## config.mk

```make
export PLATFORM = sky130hd
export DESIGN_NAME = fpRoundPolicy
export DESIGN_NICKNAME = d
export VERILOG_FILES = /design/src/rtl/fpRoundPkg.sv /design/src/rtl/fpRoundCtrl.sv /design/src/rtl/fpRoundDatapath.sv /design/src/rtl/fpRoundPolicy.sv
export SDC_FILE = /design/constraint.sdc
export NUM_CORES = 1
export LEC_CHECK = 0
export ABC_AREA = 0
export BUFFER_PORTS_ARGS = -buffer_cell sky130_fd_sc_hd__buf_4
export CORE_MARGIN = 2
export CORE_UTILIZATION = 41
export CTS_CLUSTER_SIZE = 40
export DETAILED_ROUTE_END_ITERATION = 12
export GPL_TIMING_DRIVEN = 0
export PLACE_DENSITY = 0.82
export SLEW_MARGIN = 10
export SYNTH_ARGS = -nofsm -noshare
export SYNTH_HDL_FRONTEND = slang
export SYNTH_SLANG_ARGS = --single-unit
```

## constraint.sdc

```tcl
create_clock -name clk -period 0.8 [get_ports clk]
set_input_delay 0.16 -clock clk [delete_from_list [all_inputs] [get_ports clk]]
set_output_delay 0.16 -clock clk [all_outputs]
set_load 0.005 [all_outputs]
```

## src/rtl/fpRoundPkg.sv

```systemverilog
package fpRoundPkg;
  localparam int RM_W    = 3;
  localparam int CLASS_W = 2;
  localparam int FLAG_W  = 5;
  localparam int RM_LEGAL_MAX = 4;

  typedef enum logic [CLASS_W-1:0] {
    CLS_FIXED   = 2'd0,
    CLS_DYNAMIC = 2'd1,
    CLS_REDUCED = 2'd2,
    CLS_RSVD    = 2'd3
  } opClassT;

  localparam logic [RM_W-1:0] RM_RNE     = 3'd0;
  localparam logic [RM_W-1:0] RM_DYN_SEL = 3'd7;

  typedef struct packed {
    logic            valid;
    logic [RM_W-1:0] rm;
    logic            reduce;
    logic            dazFtz;
    logic            flagWr;
    logic            trap;
    logic            illegal;
  } slotStrobeT;
endpackage

```

## src/rtl/fpRoundCtrl.sv

```systemverilog
module fpRoundCtrl
  import fpRoundPkg::*;
(
  input  logic               instValid,
  input  logic [CLASS_W-1:0] opClass,
  input  logic [RM_W-1:0]    staticRm,
  input  logic [RM_W-1:0]    dynRm,
  input  logic               emuEnable,
  input  logic               irqActive,
  output slotStrobeT         strobe
);
  logic [RM_W-1:0] codeSel;
  logic            codeBad;
  logic            classBad;
  logic            isFixed;
  logic            isDynamic;
  logic            isReduced;
  logic            legal;
  logic [RM_W-1:0] decodedRm;

  always_comb begin
    isFixed   = (opClass == CLS_FIXED);
    isDynamic = (opClass == CLS_DYNAMIC);
    isReduced = (opClass == CLS_REDUCED);
    classBad  = (opClass == CLS_RSVD);
  end

  // Code 7 redirects to the architectural mode.
  always_comb begin
    codeSel = (staticRm == RM_DYN_SEL) ? dynRm : staticRm;
    codeBad = (codeSel > RM_W'(RM_LEGAL_MAX));
  end

  always_comb begin
    if (classBad)     legal = 1'b0;
    else if (isFixed) legal = 1'b1;
    else              legal = !codeBad;
  end

  always_comb begin
    if (!legal || isFixed) decodedRm = RM_RNE;
    else                   decodedRm = codeSel;
  end

  always_comb begin
    strobe = '0;
    if (instValid) begin
      strobe.valid   = 1'b1;
      strobe.illegal = !legal;
      strobe.rm      = decodedRm;
      strobe.reduce  = legal && isReduced;
      strobe.dazFtz  = irqActive;
      strobe.flagWr  = legal && isDynamic && !irqActive;
      strobe.trap    = legal && isDynamic && !irqActive && emuEnable;
    end
  end
endmodule

```

## src/rtl/fpRoundDatapath.sv

```systemverilog
module fpRoundDatapath
  import fpRoundPkg::*;
(
  input  logic              clk,
  input  logic              rstN,
  input  slotStrobeT        strobe,
  input  logic [FLAG_W-1:0] dpFlags,
  input  logic              clearFlags,
  output slotStrobeT        slotQ,
  output logic [FLAG_W-1:0] stickyQ
);
  always_ff @(posedge clk or negedge rstN) begin
    if (!rstN) slotQ <= '0;
    else       slotQ <= strobe;
  end

  // One sticky cell per exception bit.
  for (genvar b = 0; b < FLAG_W; b++) begin : gSticky
    always_ff @(posedge clk or negedge rstN) begin
      if (!rstN)                            stickyQ[b] <= 1'b0;
      else if (clearFlags)                  stickyQ[b] <= 1'b0;
      else if (slotQ.flagWr && dpFlags[b])  stickyQ[b] <= 1'b1;
    end
  end
endmodule

```

## src/rtl/fpRoundPolicy.sv

```systemverilog
module fpRoundPolicy
  import fpRoundPkg::*;
(
  input  logic        clk,
  input  logic        rstN,
  input  logic        instValid,
  input  logic [1:0]  opClass,
  input  logic [2:0]  staticRm,
  input  logic [2:0]  dynRm,
  input  logic        emuEnable,
  input  logic        irqActive,
  input  logic [4:0]  dpFlags,
  input  logic        clearFlags,
  output logic        outValid,
  output logic [2:0]  outRm,
  output logic        outReducePrec,
  output logic        outDazFtz,
  output logic        outFlagWrite,
  output logic        outEmuTrap,
  output logic        outIllegal,
  output logic [4:0]  stickyFlags
);
  slotStrobeT strobe;
  slotStrobeT slotQ;

  fpRoundCtrl uCtrl (
    .instValid (instValid),
    .opClass   (opClass),
    .staticRm  (staticRm),
    .dynRm     (dynRm),
    .emuEnable (emuEnable),
    .irqActive (irqActive),
    .strobe    (strobe)
  );

  fpRoundDatapath uDp (
    .clk        (clk),
    .rstN       (rstN),
    .strobe     (strobe),
    .dpFlags    (dpFlags),
    .clearFlags (clearFlags),
    .slotQ      (slotQ),
    .stickyQ    (stickyFlags)
  );

  assign outValid      = slotQ.valid;
  assign outRm         = slotQ.rm;
  assign outReducePrec = slotQ.reduce;
  assign outDazFtz     = slotQ.dazFtz;
  assign outFlagWrite  = slotQ.flagWr;
  assign outEmuTrap    = slotQ.trap;
  assign outIllegal    = slotQ.illegal;
endmodule

```

# Word-level counts from Yosys, hierarchy flattened
# Cells that the tools add are included.
[classes]
eq_ne = 4
n_lt_le_gt_ge = 1
n_mux = 15
n_reduce_logical = 19
[op_table]
columns = ["op", "count"]
rows = [
  ["$mux 1", 12],
  ["$reduce_bool 2->1", 5],
  ["$logic_and 1x1->1", 9],
  ["$mux 9", 1],
  ["$mux 3", 2],
  ["$eq 2x2->1 const B", 2],
  ["$eq 3x3->1 const B", 1],
  ["$gt 3x3->1 const B", 1],
  ["$logic_not 1->1", 3],
  ["$eq 2x1->1 const B", 1],
  ["$logic_not 2->1", 1],
  ["$logic_or 1x1->1", 1],
]
[word_totals]
input_bits = 19
wordCells = 51
reg_bits = 14

# Depth between registers and ports, before layout
# Gate-level depths: netlist (run 1).
[depth]
word_depth = 10
ltp_mapped = 3
ltp_nobuf = 3

# Hierarchy
# Synthesis (run 1) repeated with hierarchy kept, for this count alone.
[unflattened]
hier_cells = 52
hier_area_um2 = 611.8
[modules_own_cells]
columns = ["mod", "area_per_inst_um2", "cells_each", "instances", "seq_area_each_um2"]
rows = [
  ["fpRoundDatapath", 394.1, 24, 1, 350.3],
  ["fpRoundCtrl", 217.7, 28, 1, 0.0],
]

# Least setup slack after synthesis (run 1)
# OpenSTA, ideal clock, no wires.
[synth_path]
path_type = "in2reg"
startpoint = "in dynRm[0]"
endpoint = "reg uDp.slotQ[0] (netlist name)"
setup_ns = 0.120
stages = 3
arrival_time_ns = 0.793
setup_slack_ns = -0.114
n_path_buf = 0
path_cell_list = "and3b_4 -> a31oi_4 -> a31o_2"
[synth_rtl]
columns = ["item", "line", "source"]
rows = [
  ["start, declared", "fpRoundPolicy.sv:9", "input logic [2:0] dynRm,"],
]

# Final worst setup path (run 1)
[layout_path]
startpoint = "reg uDp.slotQ[2] (netlist name)"
endpoint = "out outFlagWrite"
[layout_rtl]
columns = ["item", "line", "source"]
rows = [
  ["end, declared", "fpRoundPolicy.sv:18", "output logic outFlagWrite,"],
]
# No word-level cell between the ends.

==> results.cfg, run 1 <==
[timing]
fmax_mhz = 1060
skew_ps = 6.45
slew_headroom_pct = 84.8
post-route-period-util_pct = 118
slew_viol_final = 0
final-setup-viol-count = 19
worst_slack_ps = -147
grt_setup_unrepaired = yes
fin_setup_tns_ps = -2020
tightest_slew_ps = 227
min_period_ps = 947
fin_hold_ws_ps = 56.6
hold_viol = 0

[power_and_ir_drop]
p_per_area_mw_per_mm2 = 1370
ir_worst_vdd_uv = 946
p_leak_nw = 0.498
power_w = 0.00135

[finish]
antenna_cells = 0
fin_nets = 111
fin_util_pct = 74.8
layout-drive-gt1-share_pct = 54.4
syn_to_final_growth_pct = 68.4

[floorplan]
die_y_um = 41.8
die_w_um = 41.8
rows = 13
core_region_area_mm2 = 0.00132
dieArea_mm2 = 0.00175
io_pins = 33
start_util_pct = 44.4

[yosys]
synth_most_common_cell = dfrtp_1
yosysTopAreaCellShare_pct = 59.8
ys.flop_type = dfrtp_1
synth.avg_cell_area_um2 = 12.2
yosysWarnings = 0
synth.distinct_cells = 18
synth_top_area_cell = dfrtp_1
synth_area_leaders = dfrtp_1 60%, a31oi_4 7.3%, a21oi_1 6.0%, nor2_1 3.8%, a211oi_1 2.6%
synth_fp_nets = 67
synth_cells = 48
netlist_top_cells_count = 14 x dfrtp_1, 7 x a21oi_1, 6 x nor2_1
ys_seq_elements = 14
async_flop_share_pct = 100
syn_area_um2 = 586
synth_edf_count = 0
ys_seq_area_share_pct = 59.8

[critical_path]
cp.required_ps = 640
cp_top_family = flip-flops
critPathBufInv = 1
cp.arrival_ps = 790
slowest_delay_ps = 400
reg2reg_slack_ps = -100
worst-setup-path-type = flip-flop to output pin
reg2reg_from = uDp.stickyQ[1]$_DFFE_PN0P_
crit_chain = buf_6
r2r-end = uDp.stickyQ[1]$_DFFE_PN0P_
endpoint_kind = output pin
slowest_stage = dfrtp_1
cp-start-kind = flip-flop
path_max_fanout = 2
r2r_cells = 4

[clock_network]
root_buffer = clkbuf_4
clk_pin_slew_worst_paths_ps = 70
htreeDepth = 1
cts_tree = built
cts.sinks = 14
cts_inserted_buffers = 3
clockBufferDepth = 2
clock_latency_ps = 270

[global_routing]
grt_pass1_wl_um = 2080
antenna_found_initial = 0
grt_usage_pct = 16.3
grt_max_degree = 15
gr-total-overflow = 0
first_global_vias = 493

[min_path]
hold_end = uDp.slotQ[8]$_DFF_PN0_
hp-class = input port to flip-flop
hold_depth = 1
hold_start = instValid

[routing]
wl_um = 1320
drc = 0
drtIter0Drc = 5
drt_first_pass_iters = 3
avgRoutedWirePerCell_um = 12.6
vias_per_cell = 5.07
antenna_left = 0
num_vias = 532

[status]
violations = setup timing
outcome = complete, but fails checks

[place]
portBuffers = 32
gp_congestion = 0.716
dp_slack_ps = -240

[flow_run]
max_cap_violations = 0
==> placed cells by master (no fill, tap or decap), types with 2 or more instances in the layout <==
cell | Yosys | routed
buf_4 | 0 | 24
buf_6 | 0 | 14
dfrtp_1 | 14 | 14
nor2_1 | 6 | 6
a21oi_1 | 7 | 4
inv_1 | 3 | 3
nand2_1 | 3 | 3
a21oi_2 | 0 | 3
clkbuf_4 | 0 | 3
a31oi_4 | 2 | 2
a211oi_1 | 2 | 2
==> final cells by class <==
type,count,area [um^2]
Tap cell,15,18.8
Multi-Input combinational cell,31,235
Inverter,3,11.3
Fill cell,82,332
Timing Repair Buffer,39,348
Clock buffer,3,22.5
Sequential cell,14,350
==> timing repair <==
action                     4_1_cts  5_1_grt
resized for setup               14        3
hold endpoints to repair        14        0
setup buffers                    2        4
setup endpoints to repair       14       19
hold buffers                     1        0
==> report_power, final <==
group          total (W)  leakage (nW)  internal (W)  switching [W]
logic           0.000249         0.295      0.000145       0.000104
registers       0.000742         0.189      0.000730      0.0000120
clock network   0.000361        0.0138      0.000174       0.000187
==> cell families after synthesis <==
family / count (synthesis) / synth area share, %
simple gates: 17 / 18.6
flops: 14 / 59.8
compound gates: 13 / 18.2
buf+inv: 3 / 1.92
xor+xnor: 1 / 1.50
==> flip-flops by register name (all words and copies together) (netlist names) <==
| register | cells |
|---|---|
| uDp.slotQ | 9 |
| uDp.stickyQ | 5 |
==> worst max-delay path by stage <==
stage,startpoint,to,slack (ps),depth (start not counted)
3_3_place_gp,staticRm[1],uDp.slotQ[7]$_DFF_PN0_,-210,4
2_1_floorplan,dynRm[0],uDp.slotQ[0]$_DFF_PN0_,-70,3
5_1_grt,uDp.slotQ[2]$_DFF_PN0_,outFlagWrite,-180,1
6_report,uDp.slotQ[2]$_DFF_PN0_,outFlagWrite,-150,1
4_1_cts,uDp.stickyQ[4]$_DFFE_PN0P_,stickyFlags[4],-140,1
3_5_place_dp,staticRm[1],uDp.slotQ[7]$_DFF_PN0_,-240,4
==> layer usage <==
metal / track usage (%) / part of all wire [%] / up-vias
li1: - / - / 255
met1: 16.7 / 38 / 243
met2: 27.8 / 50 / 30
met3: 4.78 / 9.4 / 4
met4: 11.6 / 2.6 / 0
met5: 0 / 0 / -
==> stage by stage <==
stage	instance area (um^2)	std cells
2_1_floorplan	586	48
4_1_cts	945	101
6_report	986	105
5_1_grt	986	105
3_5_place_dp	845	95
3_3_place_gp	845	95
No activity file was read; power rests on OpenSTA's default activity.
==> run 2: changes to the inputs <==
CORE_UTILIZATION = 37   (was 41)
PLACE_DENSITY = 0.79   (was 0.82)
SETUP_SLACK_MARGIN = 0.5   (was not set)
clock period = 0.85 ns   (was 0.8 ns; I/O delays follow)
==> run 2 against run 1 <==
  * The run ends with hold timing, setup timing left
  * Non-clock buffer count grew 3
  * Combinational power is 27% higher
  * Die area is 9.8% higher
  * Utilization is 0.80 points higher
  * Wire length increased by 9.3%
  * Global-route usage down 0.54 points
  * Cell area is 14% higher
  * Clock skew is 4.9 ps lower
  * Sequential share of layout area shrank 4.4 points
  * Hold slack got worse by 320 ps
  * Clock power decreased by 5%
  * Critical endpoint unchanged
  * Largest cell class is now buffers
==> results.cfg, run 2 (synthesis results as in run 1) <==
[finish]
syn_to_final_growth_pct = 92.3
seqCellArea_um2 = 350
largest_reg_flops = 9
fin_area_mm2 = 0.00113
layout_common_cells = 20 x buf_6, 18 x buf_4, 14 x dfrtp_1
max_flop_register = uDp.slotQ
antenna_cells = 0
layout_commonest_cell = buf_6
multiInputGateArea_um2 = 297
fillers = 117
fin_nets = 114
largestRegisters = uDp.slotQ: 9 flops, uDp.stickyQ: 5 flops
fin_util_pct = 75.6
layout-drive-gt1-share_pct = 65.6

[critical_path]
path_max_fanout = 2
cp.required_ps = 680
critPathBufInv = 1
r2r_cells = 3
endpoint_kind = output pin
crit_chain = buf_6
cp-start-kind = flip-flop
path_depth = 1
cp.arrival_ps = 790
cp_top_family = flip-flops
slowest_delay_ps = 400
worst-setup-path-type = flip-flop to output pin
slowest_stage = dfrtp_1

[global_routing]
grt_max_degree = 15
antenna_found_initial = 0
grt_usage_pct = 15.7
first_global_vias = 549
grt_pass1_wl_um = 2170
gr-total-overflow = 0

[routing]
avgRoutedWirePerCell_um = 13.3
drt_first_pass_iters = 2
num_vias = 555
antenna_left = 0
vias_per_cell = 5.09
drtIter0Drc = 2
wl_um = 1450
drc = 0

[timing]
tightest_slew_ps = 261
slew_headroom_pct = 82.6
skew_ps = 1.57
fin_setup_tns_ps = -1200
fmax_mhz = 1040
post-route-period-util_pct = 113
min_period_ps = 960
fin_hold_ws_ps = -267
hold_viol = 14
grt_setup_unrepaired = yes
worst_slack_ps = -110
slew_viol_final = 0
final-setup-viol-count = 15

[clock_network]
cts_tree = built
clk_pin_slew_worst_paths_ps = 70
root_buffer = clkbuf_4
clockBufferDepth = 2
clock_latency_ps = 270
cts.sinks = 14
htreeDepth = 1
cts_inserted_buffers = 3

[flow_run]
max_cap_violations = 0

[place]
gp_congestion = 0.741
placed_cell_area_um2 = 867
dpl.hpwl_um = 932
portBuffers = 32

[floorplan]
io_pins = 33
dieArea_mm2 = 0.00192
rows = 14
start_util_pct = 39.3
die_y_um = 43.8
die_w_um = 43.8
core_region_area_mm2 = 0.00149

[status]
violations = hold timing, setup timing
outcome = complete, but fails checks

[min_path]
hp-class = input port to asynchronous set/reset pin

[power_and_ir_drop]
ir_worst_vdd_uv = 648
p_per_area_mw_per_mm2 = 1210
p_leak_nw = 0.546
==> run 2: changes by cell type in the layout (fill, tap and decap cells not counted), moves of 2 or more <==
cell      before  now
buf_8          0    3
a211oi_2       0    2
buf_4         24   18
a211oi_1       2    0
a21oi_1        4    2
a21oi_2        3    5
buf_6         14   20
==> run 2: what timing repair did <==
| action | CTS | global route |
|---|---|---|
| gates resized for setup | 26 | 10 |
| hold endpoints to repair | 14 | 14 |
| setup buffers | 6 | 4 |
| endpoints found under the setup margin | 26 | 26 |
| pin swaps | 8 | 5 |
==> run 2: path summary, 6_finish.rpt <==
path / to / start / slack [ps]
max: outFlagWrite / uDp.slotQ[2]$_DFF_PN0_ / -110
min: uDp.slotQ[1]$_DFF_PN0_ / rstN / -270
max reg2reg: uDp.stickyQ[1]$_DFFE_PN0P_ / uDp.slotQ[2]$_DFF_PN0_ / -20
min reg2reg: uDp.stickyQ[1]$_DFFE_PN0P_ / uDp.stickyQ[1]$_DFFE_PN0P_ / 530
max in group asynchronous: uDp.stickyQ[0]$_DFFE_PN0P_ / rstN / 960
min in group clk: uDp.stickyQ[1]$_DFFE_PN0P_ / clearFlags / 80
==> run 2: metrics by stage <==
| step | total power, W | std cells | setup WS [ps] |
|---|---|---|---|
| final | 0.00136 | 109 | -110 |
| after global routing | 0.00143 | 109 | -139 |
| after CTS | 0.00132 | 105 | -114 |
| after detailed placement | 0.000927 | 96 | -202 |
| after global placement | 0.000922 | 96 | -172 |
| after floorplan | 0.000781 | 48 | -31.7 |
==> run 2: metal layers <==
layer | track usage [%] | wire length (um) | vias up
met5 | 0 | 0 | -
met4 | 9.09 | 21 | 0
met3 | 2.92 | 145 | 4
met2 | 30.6 | 814 | 31
met1 | 14.8 | 466 | 258
li1 | - | - | 262
==> run 2: area by class of cell <==
| cell class | instances | area share, % |
|---|---|---|
| inverter | 3 | 1.00 |
| clock buffer | 3 | 2.00 |
| timing repair buffer | 42 | 37.8 |
| tap | 16 | 1.78 |
| sequential | 14 | 31.1 |
| multi-input combinational | 31 | 26.3 |
==> run 2: power by group <==
part           internal, W  switching [W]  leakage [nW]
logic             0.000189       0.000127         0.343
registers         0.000687      0.0000112         0.189
clock network     0.000164       0.000179        0.0138
